<file path="src/rtl/etv_pkg.sv">
package etv_pkg;

  // Entry word layout shared by all three tables
  localparam int ENTRY_W   = 32;
  localparam int VALID_POS = 0;
  localparam int SIZE_LSB  = 1;
  localparam int SIZE_W    = 5;
  localparam int PTR_LSB   = 16;
  localparam int PTR_W     = 16;
  localparam int REF_LSB   = 1;   // collection field (event entry) / CPU field (collection entry)
  localparam int REF_W     = 15;
  localparam int INTID_LSB = 16;
  localparam int INTID_W   = 16;

  typedef enum logic [1:0] {
    TBL_DEV  = 2'd0,
    TBL_EVT  = 2'd1,
    TBL_COLL = 2'd2
  } tbl_e;

  typedef enum logic [1:0] {
    OP_RAISE   = 2'd0,
    OP_CLEAR   = 2'd1,
    OP_UNMAP   = 2'd2,
    OP_CLEAR_X = 2'd3
  } op_e;

  typedef enum logic [2:0] {
    ST_IDLE,
    ST_DEV,
    ST_EVT,
    ST_COLL,
    ST_WR
  } st_e;

  function automatic int max3(input int a, input int b, input int c);
    int m;
    m = (a > b) ? a : b;
    return (m > c) ? m : c;
  endfunction

endpackage

</file>
<file path="src/rtl/etv_limit.sv">
// Unsigned "value below limit" comparator; a limit beyond the field range passes all.
module etv_limit #(
  parameter int W     = 8,
  parameter int LIMIT = 16
) (
  input  logic [W-1:0] value,
  output logic         in_range
);
  localparam longint FULL = longint'(1) << W;
  localparam longint CAP  = (longint'(LIMIT) >= FULL) ? FULL : longint'(LIMIT);
  localparam logic [W:0] LIM = CAP[W:0];

  assign in_range = ({1'b0, value} < LIM);
endmodule

</file>
<file path="src/rtl/etv_evt_window.sv">
// Event number check against a count of 2**(size+1).
module etv_evt_window #(
  parameter int EVTID_W = 16,
  parameter int SZ_W    = 5
) (
  input  logic [EVTID_W-1:0] evt_id,
  input  logic [SZ_W-1:0]    size_f,
  output logic               in_range
);
  logic [SZ_W:0] shamt;

  assign shamt    = {1'b0, size_f} + {{SZ_W{1'b0}}, 1'b1};
  assign in_range = ((evt_id >> shamt) == '0);
endmodule

</file>
<file path="src/rtl/etv_notify.sv">
// Registered pending-state strobe toward the target CPU.
module etv_notify #(
  parameter int CPU_IDX_W = 2,
  parameter int ID_W      = 16
) (
  input  logic                 clk,
  input  logic                 rst,
  input  logic                 fire,
  input  logic [CPU_IDX_W-1:0] cpu_in,
  input  logic [ID_W-1:0]      intid_in,
  input  logic                 level_in,
  output logic                 stb,
  output logic [CPU_IDX_W-1:0] cpu,
  output logic [ID_W-1:0]      intid,
  output logic                 level
);
  always_ff @(posedge clk) begin
    if (rst) begin
      stb   <= 1'b0;
      cpu   <= '0;
      intid <= '0;
      level <= 1'b0;
    end else begin
      stb <= fire;
      if (fire) begin
        cpu   <= cpu_in;
        intid <= intid_in;
        level <= level_in;
      end
    end
  end


  strobe_pulse_chk: assert property (@(posedge clk) disable iff (rst)
    stb |=> !stb);
endmodule

</file>
<file path="src/rtl/etv_engine.sv">
module etv_engine
  import etv_pkg::*;
#(
  parameter int NUM_DEV  = 64,
  parameter int DEVID_W  = 8,
  parameter int EVTID_W  = 16,
  parameter int NUM_COLL = 16,
  parameter int NUM_CPU  = 4,
  localparam int IDX_W     = max3(DEVID_W, EVTID_W, REF_W),
  localparam int CPU_IDX_W = (NUM_CPU > 1) ? $clog2(NUM_CPU) : 1
) (
  input  logic                 clk,
  input  logic                 rst,
  input  logic                 cmd_start,
  input  logic [1:0]           cmd_op,
  input  logic [DEVID_W-1:0]   cmd_dev_id,
  input  logic [EVTID_W-1:0]   cmd_evt_id,
  output logic                 busy,
  output logic                 done,
  output logic                 done_stall,
  output logic                 lk_req,
  output logic [1:0]           lk_kind,
  output logic                 lk_write,
  output logic [IDX_W-1:0]     lk_index,
  output logic [PTR_W-1:0]     lk_base,
  input  logic                 lk_ack,
  input  logic                 lk_err,
  input  logic [ENTRY_W-1:0]   lk_rdata,
  output logic                 pend_stb,
  output logic [CPU_IDX_W-1:0] pend_cpu,
  output logic [INTID_W-1:0]   pend_intid,
  output logic                 pend_set
);

  st_e                st;
  op_e                op_q;
  tbl_e               kind_q;
  logic [EVTID_W-1:0] evt_q;
  logic [PTR_W-1:0]   ptr_q;
  logic [INTID_W-1:0] intid_q;

  // Fields of the word returned with an acknowledge
  logic               r_valid;
  logic [SIZE_W-1:0]  r_size;
  logic [PTR_W-1:0]   r_ptr;
  logic [REF_W-1:0]   r_ref;
  logic [INTID_W-1:0] r_intid;

  assign r_valid = lk_rdata[VALID_POS];
  assign r_size  = lk_rdata[SIZE_LSB +: SIZE_W];
  assign r_ptr   = lk_rdata[PTR_LSB +: PTR_W];
  assign r_ref   = lk_rdata[REF_LSB +: REF_W];
  assign r_intid = lk_rdata[INTID_LSB +: INTID_W];

  logic dev_ok, evt_ok, coll_ok, cpu_ok;

  etv_limit #(.W(DEVID_W), .LIMIT(NUM_DEV)) u_dev_lim (
    .value(cmd_dev_id), .in_range(dev_ok));

  etv_evt_window #(.EVTID_W(EVTID_W), .SZ_W(SIZE_W)) u_evt_win (
    .evt_id(evt_q), .size_f(r_size), .in_range(evt_ok));

  etv_limit #(.W(REF_W), .LIMIT(NUM_COLL)) u_coll_lim (
    .value(r_ref), .in_range(coll_ok));

  etv_limit #(.W(REF_W), .LIMIT(NUM_CPU)) u_cpu_lim (
    .value(r_ref), .in_range(cpu_ok));

  // Strobe request: collection entry accepted
  logic fire;
  assign fire = (st == ST_COLL) && lk_ack && !lk_err && r_valid && cpu_ok;

  etv_notify #(.CPU_IDX_W(CPU_IDX_W), .ID_W(INTID_W)) u_notify (
    .clk      (clk),
    .rst      (rst),
    .fire     (fire),
    .cpu_in   (CPU_IDX_W'(r_ref)),
    .intid_in (intid_q),
    .level_in (op_q == OP_RAISE),
    .stb      (pend_stb),
    .cpu      (pend_cpu),
    .intid    (pend_intid),
    .level    (pend_set)
  );

  assign busy    = (st != ST_IDLE);
  assign lk_kind = kind_q;

  always_ff @(posedge clk) begin
    if (rst) begin
      st         <= ST_IDLE;
      op_q       <= OP_RAISE;
      kind_q     <= TBL_DEV;
      evt_q      <= '0;
      ptr_q      <= '0;
      intid_q    <= '0;
      lk_req     <= 1'b0;
      lk_write   <= 1'b0;
      lk_index   <= '0;
      lk_base    <= '0;
      done       <= 1'b0;
      done_stall <= 1'b0;
    end else begin
      done       <= 1'b0;
      done_stall <= 1'b0;
      unique case (st)
        ST_IDLE: begin
          if (cmd_start) begin
            op_q  <= op_e'(cmd_op);
            evt_q <= cmd_evt_id;
            if (!dev_ok) begin
              done <= 1'b1;
            end else begin
              st       <= ST_DEV;
              lk_req   <= 1'b1;
              lk_write <= 1'b0;
              kind_q   <= TBL_DEV;
              lk_index <= IDX_W'(cmd_dev_id);
              lk_base  <= '0;
            end
          end
        end
        ST_DEV: begin
          if (lk_ack) begin
            if (lk_err || !r_valid || !evt_ok) begin
              st         <= ST_IDLE;
              lk_req     <= 1'b0;
              done       <= 1'b1;
              done_stall <= lk_err;
            end else begin
              st       <= ST_EVT;
              kind_q   <= TBL_EVT;
              lk_index <= IDX_W'(evt_q);
              lk_base  <= r_ptr;
              ptr_q    <= r_ptr;
            end
          end
        end
        ST_EVT: begin
          if (lk_ack) begin
            if (lk_err || !r_valid || !coll_ok) begin
              st         <= ST_IDLE;
              lk_req     <= 1'b0;
              done       <= 1'b1;
              done_stall <= lk_err;
            end else begin
              st       <= ST_COLL;
              kind_q   <= TBL_COLL;
              lk_index <= IDX_W'(r_ref);
              lk_base  <= '0;
              intid_q  <= r_intid;
            end
          end
        end
        ST_COLL: begin
          if (lk_ack) begin
            if (fire && (op_q == OP_UNMAP)) begin
              st       <= ST_WR;
              kind_q   <= TBL_EVT;
              lk_write <= 1'b1;
              lk_index <= IDX_W'(evt_q);
              lk_base  <= ptr_q;
            end else begin
              st         <= ST_IDLE;
              lk_req     <= 1'b0;
              done       <= 1'b1;
              done_stall <= lk_err;
            end
          end
        end
        ST_WR: begin
          if (lk_ack) begin
            st         <= ST_IDLE;
            lk_req     <= 1'b0;
            lk_write   <= 1'b0;
            done       <= 1'b1;
            done_stall <= lk_err;
          end
        end
        default: st <= ST_IDLE;
      endcase
    end
  end


  req_hold_chk: assert property (@(posedge clk) disable iff (rst)
    (lk_req && !lk_ack) |=> (lk_req && $stable(lk_kind) && $stable(lk_index)
                             && $stable(lk_base) && $stable(lk_write)));


  err_stall_chk: assert property (@(posedge clk) disable iff (rst)
    (lk_req && lk_ack && lk_err) |=> (done && done_stall && !lk_req && !pend_stb));


  zero_write_chk: assert property (@(posedge clk) disable iff (rst)
    lk_write |-> (lk_kind == TBL_EVT && lk_req));


  strobe_place_chk: assert property (@(posedge clk) disable iff (rst)
    pend_stb |-> ((done && !done_stall) || lk_write));


  done_idle_chk: assert property (@(posedge clk) disable iff (rst)
    done |-> !busy);


  stall_qual_chk: assert property (@(posedge clk) disable iff (rst)
    done_stall |-> done);


  idle_quiet_chk: assert property (@(posedge clk) disable iff (rst)
    !busy |-> !lk_req);

endmodule

</file>
<file path="config.mk">
export PLATFORM = sky130hd
export DESIGN_NAME = etv_engine
export DESIGN_NICKNAME = d
export VERILOG_FILES = /design/src/rtl/etv_pkg.sv /design/src/rtl/etv_limit.sv /design/src/rtl/etv_evt_window.sv /design/src/rtl/etv_notify.sv /design/src/rtl/etv_engine.sv
export SDC_FILE = /design/constraint.sdc
export NUM_CORES = 1
export LEC_CHECK = 0
export CAP_MARGIN = 20
export CORE_MARGIN = 2
export CORE_UTILIZATION = 50
export DETAILED_ROUTE_END_ITERATION = 10
export PLACE_DENSITY = 0.92
export REMOVE_ABC_BUFFERS = 1
export SYNTH_ARGS = -nofsm -noshare
export SYNTH_HDL_FRONTEND = slang
export SYNTH_HIERARCHICAL = 1
export SYNTH_SLANG_ARGS = --single-unit
</file>
<file path="constraint.sdc">
create_clock -name clk -period 3.98 [get_ports clk]
set_input_delay 0.796 -clock clk [delete_from_list [all_inputs] [get_ports clk]]
set_output_delay 0.796 -clock clk [all_outputs]
set_load 0.01 [all_outputs]
</file>
==> key figures <==
Drt
  – Wirelength per Cell: 16.4 um
  – DRC violations left: 0
  – DRT Pass-1 Iters: 4
  – Initial DRC Count: approximately 260
  – Final WL: 13.4 mm
  – Vias per cell: ~5.5
  – Vias: 4526
  – Post-route ant nets: 0

STA
  – Endpoints failing setup: 0
  – Final hold vios: 0
  – Worst slew pin tran: 900 ps
  – Tmin final: about 3600 ps
  – Clock Skew: 13.5 ps
  – Max-slew violations: 0
  – Slew margin rel.: roughly two fifths
  – Max frequency: 0.276 GHz
  – Unrepaired setup endpoints after global routing: no
  – Smallest setup slack after layout: 359 ps
  – Final Cycle Share: about nine tenths
  – Setup TNS: 0 ps

Floorplan
  – FP Rows: 37
  – Die X: roughly 110 um
  – Top Ports: 122
  – DIE AREA: roughly 11000 um2
  – Die height: between 100 and 150 um
  – Core area: between 10000 and 15000 um2
  – Initial core utilization: 51.1%

Synthesis
  – Top cell type's share of synthesized area: a little over two fifths
  – Netlist cell types: 55
  – Seq/Total Area, Yosys: 42.3%
  – Most used DFF post-synth: dfxtp_1
  – Top cells by area, synth: dfxtp_1 (42%), mux2i_1 (15%), nand2_1 (5.6%), nor2_1 (4.5%), mux2_2 (3.9%)
  – Mapped cell area: around 5200 um2
  – Post-Syn Area per Cell: 9.16 um2
  – Seq cells post-synth: 111
  – Yosys warnings: 6
  – Yosys top cell by area: dfxtp_1
  – Syn Inst Count: between 500 and 600
  – EDFF count, synth: 0
  – Async S/R FF share, synth: 0%

GRT
  – Met2 Use GR: slightly above 40%
  – Total grt overflow: 0
  – First-pass GRT wire length: about 22 mm
  – Met3 Usage GRT: under 10%
  – Total global-route track usage: about a quarter
  – Peak-usage layer in the global routing report: met2
  – Initial antenna violation count: 0
  – Vias in the first global route: 4363
  – Largest net degree at the start of global routing: between 70 and 80
  – M1 GR Usage: between 20% and 30%

Job
  – Max Cap Violations: 0

Clock network
  – CTS Sinks: about 110
  – Skew-Pair Late Insertion Delay: between 300 and 400 ps
  – CTS tree: yes
  – Num CTS Buffers: 9
  – Setup Buffers After CTS: 0
  – CTS clk-pin slew, worst paths: 100 ps
  – Hold-fix buffers, CTS: 0
  – Clock Path Buffers: 2
  – Clock root buffer: clkbuf_8
  – Cts repair resizes: 0
  – CTS H-tree lvls: 3

Cells and area
  – Design area: 6800 um2
  – Area growth syn-to-layout: 29.5%
  – Layout cell share with drive strength beyond 1: under 10%
  – Number of inserted diodes: 0
  – Fin cells: between 800 and 900
  – FILL cells: 883
  – Post-layout util: about 66%
  – Nets: ~740

Power and ir drop
  – VDD IR-drop max: roughly 210 uV
  – Leak Pwr: approximately 0.0027 uW
  – Power per standard cell area: roughly 350 nW/um2

Placement
  – Placed Cells: around 800
  – Final RePlAce weighted congestion: slightly below 0.9
  – Dpl ws: between 30 and 40 ps
  – Port-buffer cells: 121
  – Post-DP HPWL: approximately 9.4 mm
  – Placed Area: ~6500 um2

Min path
  – Worst hold path type: reg2reg

Setup path
  – Worst path slowest cell: clkdlybuf4s50_1
  – Critical-path cell list: clkdlybuf4s50_1 -> mux2i_1 -> a21oi_1 -> or3_1 -> a221o_1 -> a221oi_2 -> nand2b_1 -> a211oi_2 -> o21ai_4 -> buf_12 -> mux2i_1
  – Critical path startpoint category: input port
  – CP bufs+invs: 2
  – Critical Setup Path Class: in2reg
  – Maximum fanout along the worst path: 23
  – Most frequent CP cell: mux2i_1
  – Required @ worst endpoint: ~4300 ps
  – CP top delay family: compound AO/OA/AOI/OAI gates
  – Worst setup EP type: flip-flop
  – CP max stage delay: approximately 690 ps
  – Worst endpoint data arrival time: a little under 4000 ps

Status
  – Outcome: finished clean
-- area by class of cell --
class	instances	area, um2	area share, %
clock buffer	10	128	1.88
tap	136	170	2.50
timing repair buffer	133	1320	19.5
inverter	11	41.3	0.607
clock inverter	6	126	1.86
sequential	111	2220	32.7
multi-input combinational	413	2790	41.0
-- layer usage --
layer / share of wire, % / routed length, um
met4: 1.4 / 185
met3: 8.7 / 1170
met5: 0 / 0
met2: 49 / 6540
met1: 41 / 5560
-- worst min-delay path: cells and delay by family, from the launching register on --
kind / cells / cell delay [ps]
AO/OA/AOI/OAI: 1 / 50
AND/OR/NAND/NOR: 1 / 50
flip-flops: 1 / 320
-- cells in the mapped netlist, types with 6 or more instances --
| library cell | instances |
|---|---|
| a21o_1 | 8 |
| a21oi_1 | 40 |
| a22o_1 | 7 |
| buf_2 | 8 |
| buf_4 | 6 |
| clkbuf_1 | 15 |
| dfxtp_1 | 111 |
| inv_1 | 11 |
| mux2_2 | 18 |
| mux2_4 | 8 |
| mux2i_1 | 77 |
| nand2_1 | 78 |
| nand2b_1 | 28 |
| nand3b_1 | 11 |
| nor2_1 | 63 |
| nor2b_1 | 12 |
| o21ai_0 | 7 |
-- registers in the layout, indices dropped and copies added (netlist names), 2 cells and up --
signal and count:
ptr_q 16, u_notify/cpu 2, lk_base 16, intid_q 16, evt_q 16, lk_kind 2
op_q 2, st 3, u_notify/intid 16, lk_index 16
-- layout by cell type, fill, tap and decap left out, drive strengths merged, types with 2 or more instances in the layout --
cell,count
nor3,5
nor4,5
clkbuf,10
a211oi,5
a21o,8
o21ai,8
buf,13
nor2b,13
and3,2
and3b,5
o21a,5
a211o,4
mux2,26
nand3b,11
nand2b,28
clkdlybuf4s50,120
and2b,2
nor2,63
bufinv,3
mux2i,77
dfxtp,111
o31ai,2
a22o,7
nand2,78
a21oi,40
inv,13
-- power breakdown --
part	switching [uW]	internal [uW]
registers	27.9	1140
logic	183	193
clock network	393	430
total	603	1760
-- logic make-up (layout without fill, tap and decap cells) --
| group | Yosys count | in the layout | synth area share [%] |
|---|---|---|---|
| xor gates and xnor gates | 1 | 1 | 0.167 |
| DFF | 111 | 111 | 42.3 |
| AOI/OAI and AO/OA | 88 | 88 | 11.0 |
| buffers and inverters | 49 | 160 | 4.79 |
| and+or+nand+nor | 221 | 221 | 20.8 |
| muxes | 103 | 103 | 20.8 |
-- final timing paths --
path,start,to,slack [ps],cells past startpoint
setup reg to reg,evt_q[8],lk_base[2],1180,9
hold / removal,evt_q[0],evt_q[0],460,2
hold reg to reg,evt_q[0],evt_q[0],460,2
setup / recovery,lk_rdata[1],lk_base[2],360,11
-- through the flow --
stage	total power, uW	hold slack (ps)
6_report	2370	462
5_1_grt	2470	478
4_1_cts	2390	464
3_5_place_dp	1560	449
3_3_place_gp	1550	444
2_1_floorplan	1380	431
(Power assumes the default switching activity.)
